<file path="src/rtl/pce_pkg.sv">
package pce_pkg;
  // Strobes from control to datapath
  typedef struct packed {
    logic loadAddr;   // capture page and slot from startAddr
    logic takeByte;   // store byteData at the current slot, advance slot
    logic clearMask;  // forget every filled slot
    logic scanEn;     // commit scan is presenting a slot this cycle
  } pce_ctrl_t;
endpackage

</file>
<file path="src/rtl/pce_control.sv">
module pce_control
  import pce_pkg::*;
#(
  parameter int PAGE_BYTES   = 32,
  parameter int WRITE_CYCLES = 2500000
) (
  input  logic                          clk,
  input  logic                          rstN,
  input  logic                          addrLoad,
  input  logic                          byteValid,
  input  logic                          stopPulse,
  input  logic                          partialAtStop,
  input  logic                          wpIn,
  input  logic                          supplyLow,
  input  logic                          maskAny,
  output pce_ctrl_t                     ctrl,
  output logic [$clog2(PAGE_BYTES)-1:0] scanIdx,
  output logic                          busy
);
  localparam int OFF_W  = $clog2(PAGE_BYTES);
  localparam int SPAN   = (WRITE_CYCLES > PAGE_BYTES) ? WRITE_CYCLES : PAGE_BYTES;
  localparam int CNT_W  = $clog2(SPAN + 1);

  typedef enum logic {ST_IDLE, ST_BUSY} state_t;

  state_t           state;
  logic [CNT_W-1:0] cycCnt;
  logic             accepting;
  logic             stopSeen;
  logic             commitGo;
  logic             lastCyc;

  always_comb begin
    accepting     = (state == ST_IDLE);
    ctrl.loadAddr = accepting && addrLoad;
    ctrl.takeByte = accepting && !addrLoad && byteValid && !(stopPulse && partialAtStop);
    stopSeen      = accepting && !addrLoad && stopPulse;
    commitGo      = stopSeen && (maskAny || ctrl.takeByte) && !wpIn && !supplyLow;
    lastCyc       = (state == ST_BUSY) && (cycCnt == CNT_W'(WRITE_CYCLES - 1));
    ctrl.clearMask = ctrl.loadAddr || (stopSeen && !commitGo) || lastCyc;
    ctrl.scanEn   = (state == ST_BUSY) && (cycCnt < CNT_W'(PAGE_BYTES));
    scanIdx       = cycCnt[OFF_W-1:0];
    busy          = (state == ST_BUSY);
  end

  always_ff @(posedge clk or negedge rstN) begin
    if (!rstN) begin
      state  <= ST_IDLE;
      cycCnt <= '0;
    end else begin
      case (state)
        ST_IDLE: begin
          if (commitGo) begin
            state  <= ST_BUSY;
            cycCnt <= '0;
          end
        end
        ST_BUSY: begin
          if (lastCyc) begin
            state  <= ST_IDLE;
            cycCnt <= '0;
          end else begin
            cycCnt <= cycCnt + CNT_W'(1);
          end
        end
        default: state <= ST_IDLE;
      endcase
    end
  end
endmodule

</file>
<file path="src/rtl/pce_datapath.sv">
module pce_datapath
  import pce_pkg::*;
#(
  parameter int ADDR_W     = 13,
  parameter int DATA_W     = 8,
  parameter int PAGE_BYTES = 32
) (
  input  logic                          clk,
  input  logic                          rstN,
  input  pce_ctrl_t                     ctrl,
  input  logic [$clog2(PAGE_BYTES)-1:0] scanIdx,
  input  logic [ADDR_W-1:0]             startAddr,
  input  logic [DATA_W-1:0]             byteData,
  output logic                          maskAny,
  output logic                          memWrEn,
  output logic [ADDR_W-1:0]             memWrAddr,
  output logic [DATA_W-1:0]             memWrData,
  output logic [ADDR_W-1:0]             finalPtr
);
  localparam int OFF_W  = $clog2(PAGE_BYTES);
  localparam int PAGE_W = ADDR_W - OFF_W;

  logic [PAGE_W-1:0]     pageReg;
  logic [OFF_W-1:0]      offReg;
  logic [PAGE_BYTES-1:0] fillMask;
  logic [DATA_W-1:0]     pageBuf [PAGE_BYTES];

  // Pointer: page fixed per transaction, slot wraps inside the page
  always_ff @(posedge clk or negedge rstN) begin
    if (!rstN) begin
      pageReg <= '0;
      offReg  <= '0;
    end else if (ctrl.loadAddr) begin
      pageReg <= startAddr[ADDR_W-1:OFF_W];
      offReg  <= startAddr[OFF_W-1:0];
    end else if (ctrl.takeByte) begin
      offReg  <= offReg + OFF_W'(1);
    end
  end

  // Per-slot fill flag and staging byte
  for (genvar gi = 0; gi < PAGE_BYTES; gi++) begin : g_slot
    logic hit;
    assign hit = ctrl.takeByte && (offReg == OFF_W'(gi));

    always_ff @(posedge clk or negedge rstN) begin
      if (!rstN)               fillMask[gi] <= 1'b0;
      else if (ctrl.clearMask) fillMask[gi] <= 1'b0;
      else if (hit)            fillMask[gi] <= 1'b1;
    end

    always_ff @(posedge clk) begin
      if (hit) pageBuf[gi] <= byteData;
    end
  end

  always_comb begin
    maskAny   = |fillMask;
    memWrEn   = ctrl.scanEn && fillMask[scanIdx];
    memWrAddr = {pageReg, scanIdx};
    memWrData = pageBuf[scanIdx];
    finalPtr  = {pageReg, offReg};
  end
endmodule

</file>
<file path="src/rtl/page_commit_engine.sv">
module page_commit_engine
  import pce_pkg::*;
#(
  parameter int ADDR_W       = 13,
  parameter int DATA_W       = 8,
  parameter int PAGE_BYTES   = 32,
  parameter int WRITE_CYCLES = 2500000
) (
  input  logic              clk,
  input  logic              rstN,
  input  logic              addrLoad,
  input  logic [ADDR_W-1:0] startAddr,
  input  logic              byteValid,
  input  logic [DATA_W-1:0] byteData,
  input  logic              stopPulse,
  input  logic              partialAtStop,
  input  logic              wpIn,
  input  logic              supplyLow,
  output logic              busy,
  output logic              memWrEn,
  output logic [ADDR_W-1:0] memWrAddr,
  output logic [DATA_W-1:0] memWrData,
  output logic [ADDR_W-1:0] finalPtr
);
  localparam int OFF_W = $clog2(PAGE_BYTES);

  pce_ctrl_t        ctrl;
  logic [OFF_W-1:0] scanIdx;
  logic             maskAny;

  pce_control #(
    .PAGE_BYTES  (PAGE_BYTES),
    .WRITE_CYCLES(WRITE_CYCLES)
  ) u_ctrl (
    .clk          (clk),
    .rstN         (rstN),
    .addrLoad     (addrLoad),
    .byteValid    (byteValid),
    .stopPulse    (stopPulse),
    .partialAtStop(partialAtStop),
    .wpIn         (wpIn),
    .supplyLow    (supplyLow),
    .maskAny      (maskAny),
    .ctrl         (ctrl),
    .scanIdx      (scanIdx),
    .busy         (busy)
  );

  pce_datapath #(
    .ADDR_W    (ADDR_W),
    .DATA_W    (DATA_W),
    .PAGE_BYTES(PAGE_BYTES)
  ) u_dp (
    .clk      (clk),
    .rstN     (rstN),
    .ctrl     (ctrl),
    .scanIdx  (scanIdx),
    .startAddr(startAddr),
    .byteData (byteData),
    .maskAny  (maskAny),
    .memWrEn  (memWrEn),
    .memWrAddr(memWrAddr),
    .memWrData(memWrData),
    .finalPtr (finalPtr)
  );
endmodule

</file>
<file path="config.mk">
export PLATFORM = sky130hd
export DESIGN_NAME = page_commit_engine
export DESIGN_NICKNAME = d
export VERILOG_FILES = /design/src/rtl/pce_pkg.sv /design/src/rtl/pce_control.sv /design/src/rtl/pce_datapath.sv /design/src/rtl/page_commit_engine.sv
export SDC_FILE = /design/constraint.sdc
export NUM_CORES = 1
export LEC_CHECK = 0
export BUFFER_PORTS_ARGS = -buffer_cell sky130_fd_sc_hd__buf_2
export CORE_MARGIN = 2
export CORE_UTILIZATION = 54
export CTS_CLUSTER_SIZE = 24
export DETAILED_ROUTE_END_ITERATION = 6
export PLACE_DENSITY_LB_ADDON = 0.1
export SLEW_MARGIN = 20
export SYNTH_ARGS = -nofsm -noshare
export SYNTH_HDL_FRONTEND = slang
export SYNTH_SLANG_ARGS = --single-unit
</file>
<file path="constraint.sdc">
create_clock -name clk -period 2.5 [get_ports clk]
set_input_delay 0.125 -clock clk [delete_from_list [all_inputs] [get_ports clk]]
set_output_delay 0.125 -clock clk [all_outputs]
set_load 0.005 [all_outputs]
</file>
# [Word level (Yosys, flattened, before mapping)]
# Memory sizes are Yosys's and may differ from the RTL's.
# Cells that the tools add are included.
[op_classes] add_sub_neg=2 order_cmp=2 reduce_logical=119 eq_ne=33 bitwise=1 muxes=231
[op_table] cell="two-way mux 8 bit" count=31
[op_table] cell="OR reduction 8 bit" count=31
[op_table] cell="two-way mux 5 bit" count=33
[op_table] cell="two-way mux 1 bit" count=162
[op_table] cell="== test 5 bit, second input constant" count=16
[op_table] cell="nonzero test 2 bit" count=33
[op_table] cell="logical AND 1 bit" count=45
[op_table] cell="two-way mux 22 bit" count=2
[op_table] cell="case mux 22 bit (2 select lines)" count=1
[op_table] cell="== test 5 x 4 -> 1 bit, second input constant" count=8
[op_table] cell="OR reduction 32 bit" count=1
[op_table] cell="adder 22 x 1 -> 22 bit, second input constant" count=1
[op_table] cell="== test 22 bit, second input constant" count=1
[op_table] cell="less-than comparator 22 x 6 -> 1 bit, second input constant" count=1
[op_table] cell="== test 5 x 3 -> 1 bit, second input constant" count=4
[op_table] cell="== test 5 x 2 -> 1 bit, second input constant" count=2
[op_table] cell="less-than comparator 5 x 6 -> 1 bit, second input constant" count=1
[op_table] cell="adder 5 x 1 -> 5 bit, second input constant" count=1
[op_table] cell="binary-select mux 1 bit (select 5 bit)" count=1
[op_table] cell="== test 5 x 1 -> 1 bit, second input constant" count=1
[op_table] cell="zero test 1 bit" count=5
[op_table] cell="zero test 5 bit" count=1
[op_table] cell="logical OR 1 bit" count=3
[op_table] cell="inequality test 2 bit, second input constant" count=1
[op_table] cell="other kinds (2)" count=2
[word_totals] reg_bits=68 out_inout_bits=36 ram_bits=256 memories=1
[mem_list] memory="u_dp.pageBuf" words=32 width=8 rd=1 rd_clocked_by_memory_dff=0 write_ports=1 line_no="pce_datapath.sv:26" text="logic [DATA_W-1:0] pageBuf [PAGE_BYTES];"

# [Longest topological paths before layout]
[depth] depth_word=39 ltp_mapped=7

# [Modules after synthesis]
# From an unflattened synthesis, not the netlist that was laid out.
[unflattened] hier_cells=763 hier_area_um2=13529.2
[modules_own_cells] mod="pce_datapath" area_each_um2=12085.3 n_inst=1 cells_per_inst=607
[modules_own_cells] mod="pce_control" area_each_um2=1443.9 n_inst=1 cells_per_inst=156

# [Worst setup path after synthesis]
# Ideal clock, no wire load.
[synth_path] path_kind="reg-to-reg" start="register u_ctrl.state (netlist: u_ctrl.busy)" end="memory u_dp.pageBuf[11][0], enable pin" n_path_buf=1 required_time_ps=2168 arrival_time_ps=1815 slack_ps=354 period_less_slack_ps=2146 path_stages_with_launch=6 path_cell_list="dfrtp_1 > or3b_4 > a21o_4 > nor2_1 > clkbuf_1 > and3_1"
[synth_rtl] item="from (decl)" line_no="pce_control.sv:26" text="state_t state;"
[synth_rtl] item="from (signal assigned)" line_no="pce_control.sv:48" text="state <= ST_IDLE;"
[synth_rtl] item="from (signal assigned)" line_no="pce_control.sv:54" text="state <= ST_BUSY;"
[synth_rtl] item="from (signal assigned)" line_no="pce_control.sv:60" text="state <= ST_IDLE;"
[synth_rtl] item="inverter 1 bit *"
[synth_rtl] item="logical AND 1 bit * (3 in series)" line_no="pce_control.sv:36" text="ctrl.takeByte = accepting && !addrLoad && byteValid && !(stopPulse && partialAtStop);"
[synth_rtl] item="logical AND 1 bit *" line_no="pce_datapath.sv:44" text="assign hit = ctrl.takeByte && (offReg == OFF_W'(gi));"
[synth_rtl] item="net u_dp.g_slot[11].hit" line_no="pce_datapath.sv:43" text="logic hit;"
[synth_rtl] item="two-way mux 1 bit *" line_no="pce_datapath.sv:53" text="if (hit) pageBuf[gi] <= byteData;"
[synth_rtl] item="two-way mux 1 bit (implied by the code) *" line_no="pce_datapath.sv:53"
[synth_rtl] item="OR reduction 8 bit (no source line)"
[synth_rtl] item="two-way mux 5 bit (no source line) or two-way mux 1 bit (tied branches) (21 in series)"
[synth_rtl] item="to (decl)" line_no="pce_datapath.sv:26"
# The timed path passes the listed nets; every way through them passes the cells marked *.

# [Worst setup path after layout]
[layout_path] start="register u_ctrl.cycCnt[0]" end="output memWrData[5]"
[layout_between] elab_chain_cells=1
[layout_rtl] item="from (decl)" line_no="pce_control.sv:27" text="logic [CNT_W-1:0] cycCnt;"
[layout_rtl] item="from (signal assigned)" line_no="pce_control.sv:63" text="cycCnt <= cycCnt + CNT_W'(1);"
[layout_rtl] item="memory (32 x 8 bit)"
[layout_rtl] item="to (decl)" line_no="page_commit_engine.sv:22" text="output logic [DATA_W-1:0] memWrData,"
# Every way passes these cells.

==> flow_summary.yaml <==
setup_path:
  end_kind: "output pin"
  cp-start-kind: "flop"
  reg2regPathDepth: 6
  cp.required_ps: 2380
  setup.worst_path.end: "memWrData[5]"
  cp_max_fo: 6
  timing.rr.end: "u_ctrl.cycCnt[16]"
  worstReg2RegStart: "u_ctrl.cycCnt[1]"
  arrival_ps: 2660
  setup.worst_path.start: "u_ctrl.cycCnt[0]"
  critical_path_class: "flop to output pin"
  r2r_setup_slack_ps: 110
power:
  power_density_mw_per_mm2: 996
  leakage_nw: 6.01
  ir_worst_vdd_mv: 0.806
sta:
  holdWs_ps: 119
  worst_slack_ps: -283
  rsz0062_at_grt: "true"
  fin_setup_tns_ps: -1980
  setup_viol: 9
  hold_violations: 0
  fmax_ghz: 0.359
  drv_slew: 0
  min_period_over_period_pct: 111
  finClkSkew_ps: 16.9
  period_minus_slack_ps: 2780
  tightest_slew_ps: 687
  slew-limit-headroom_pct: 54.2
place:
  dp.cells: 1179
  dp_worst_setup_slack_ps: 139
  gp_congestion: 0.831
  portBuffers: 64
  dp_hpwl_microns: 19300
route:
  avgViaCountPerCell: 6.33
  wl_per_cell_microns: 25.5
  wl_microns: 32600
  via_count: 8093
  drt_iter0_markers: 817
  drt-pass1-iter-count: 5
  drcViolationCount: 0
  ant_nets: 0
logic_synthesis:
  synth_warnings: 0
  synth_area_sq_mm: 0.0137
  yosysTopAreaCell: "edfxtp_1"
  synth_common_cells: "256 x edfxtp_1, 81 x mux4_2, 68 x dfrtp_1"
  yosysMostFrequentCell: "edfxtp_1"
  synth-main-ff-cell: "edfxtp_1"
  yosysUniqueCellTypes: 52
  synth_seq_cells: 324
  synth_top_area_share_pct: 56.0
  syn_nets: 849
  yosysSeqAreaShare_pct: 68.4
  synth_async_sr_flop_share_pct: 21.0
  synth.top_cells.by_area: "edfxtp_1 56%, mux4_2 13%, dfrtp_1 12%"
  synthCells: 813
  synth-edff-count: 256
  synth.avg_cell_area_sq_um: 16.9
global_route:
  grt_pass1_vias: 8035
  grt_max_degree: 47
  grt_antenna_before_repair: 0
  grt_pass1_wl_microns: 49000
  overflow: 0
  track_usage_pct: 25.0
job:
  cap_violations: 0
cells_and_area:
  final_util_pct: 65.0
  fill_cells: 1720
  drive_above_1_share_pct: 30.2
  final_nets: 960
  num_antenna_cells: 0
  stdcell_count: 1278
  syn_to_final_growth_pct: 18.7
clocking:
  cts_root_buf: "clkbuf_16"
  cts_tree: "yes"
  clock_latency_ps: 530
  clock_sinks: 324
  htreeDepth: 2
  clockBufferDepth: 3
  cts-buffers-inserted: 34
  clkTransAtPathRegs_ps: 60
floorplanning:
  die-area_sq_mm: 0.0267
  core_sq_mm: 0.0250
  die_w_microns: 163
  rows: 58
  ioPinCount: 65
  die_y_microns: 163
  start_util_pct: 54.8
outcome:
  violations: "setup timing"
  outcome: "finished with violations"
hold_path:
  min_path_type: "primary input to flop"
==> flip-flops by register name (all words and copies together), names as in the netlist <==
register,count
u_ctrl.busy,1
u_ctrl.cycCnt,22
u_dp.fillMask,32
u_dp.offReg,5
u_dp.pageBuf,256
u_dp.pageReg,8
==> how the worst min path moves through the flow <==
stage,start,endpoint,slack [ps],cells past startpoint
2_1_floorplan,rstN,u_ctrl.busy,-170,0
3_3_place_gp,rstN,u_ctrl.cycCnt[15],150,1
3_5_place_dp,rstN,u_ctrl.cycCnt[16],150,1
4_1_cts,byteData[6],u_dp.pageBuf[15][6],110,1
5_1_grt,byteData[6],u_dp.pageBuf[13][6],150,1
6_report,byteData[6],u_dp.pageBuf[15][6],120,1
==> cell type report <==
cell class,count,area (sq um),share of cell area (%)
Multi-Input combinational cell,411,3970,24.4
Timing Repair Buffer,147,1330,8.16
Clock buffer,43,947,5.82
Inverter,6,22.5,0.138
Tap cell,330,413,2.54
Clock inverter,17,208,1.28
Sequential cell,324,9400,57.7
==> logic make-up (layout without fill, tap and decap cells) <==
family                     Yosys count  in the layout  share of synthesized area, %
adders and majority gates            7              7                         0.638
DFF                                324            324                          68.4
muxes                              102            102                          14.8
buffers and inverters               78            213                          3.03
AOI/OAI and AO/OA                   83             83                          4.25
xor gates and xnor gates             3              3                         0.192
and+or+nand+nor                    216            216                          8.61
==> power breakdown <==
group          leakage (nW)  total, mW  internal (mW)  switching, mW
Sequential             3.21       6.17           5.97          0.204
Combinational          2.24       4.90           2.70           2.20
Clock                 0.562       5.15           3.11           2.04
Total                  6.01       16.2           11.8           4.45
==> routing by layer <==
layer	routed length, microns	vias to the layer above	share of wire (%)	global-route usage, %
met2	16000	325	49	40.2
met5	0	-	0	0
met4	789	0	2.4	6.76
met1	13800	4220	42	36.2
li1	-	3491	-	-
met3	2030	57	6.2	3.96
==> through the flow <==
step	cell area [sq um]	power, mW
after floorplan	13700	8.93
after global placement	14400	10.1
after detailed placement	14400	10.1
after CTS	16100	16.1
after global routing	16300	16.8
final	16300	16.2
==> timing repair <==
item	4_1_cts	5_1_grt
setup endpoints to repair	9	9
cloned	10	3
pin swaps	1	4
buffers inserted	4	6
resized for setup	10	10
endpoints found under the hold margin	34	0
hold buffers	16	0
==> cells in the final DEF, fill, tap and decap left out, types with 6 or more instances in the layout <==
cell	n
edfxtp_1	256
mux4_2	81
dfrtp_1	65
buf_2	64
buf_4	48
nor4_1	44
and3_1	42
nand2_1	42
clkbuf_16	39
nor2_1	28
a31oi_1	23
dlygate4sd3_1	16
mux2i_1	15
nand3_1	12
o21ai_0	10
nor3_1	9
o21a_1	8
a21oi_1	8
nand4_1	8
a211o_1	8
buf_16	8
ha_1	7
inv_1	6
a22oi_1	6
or3_1	6
==> worst max-delay path, stage by stage, from the launching register on <==
cell and delay, ps:
dfrtp_4 470, buf_6 160, buf_16 140, mux4_2 490, mux4_2 490, o21a_1 240, buf_2 140
(Power assumes the default switching activity.)
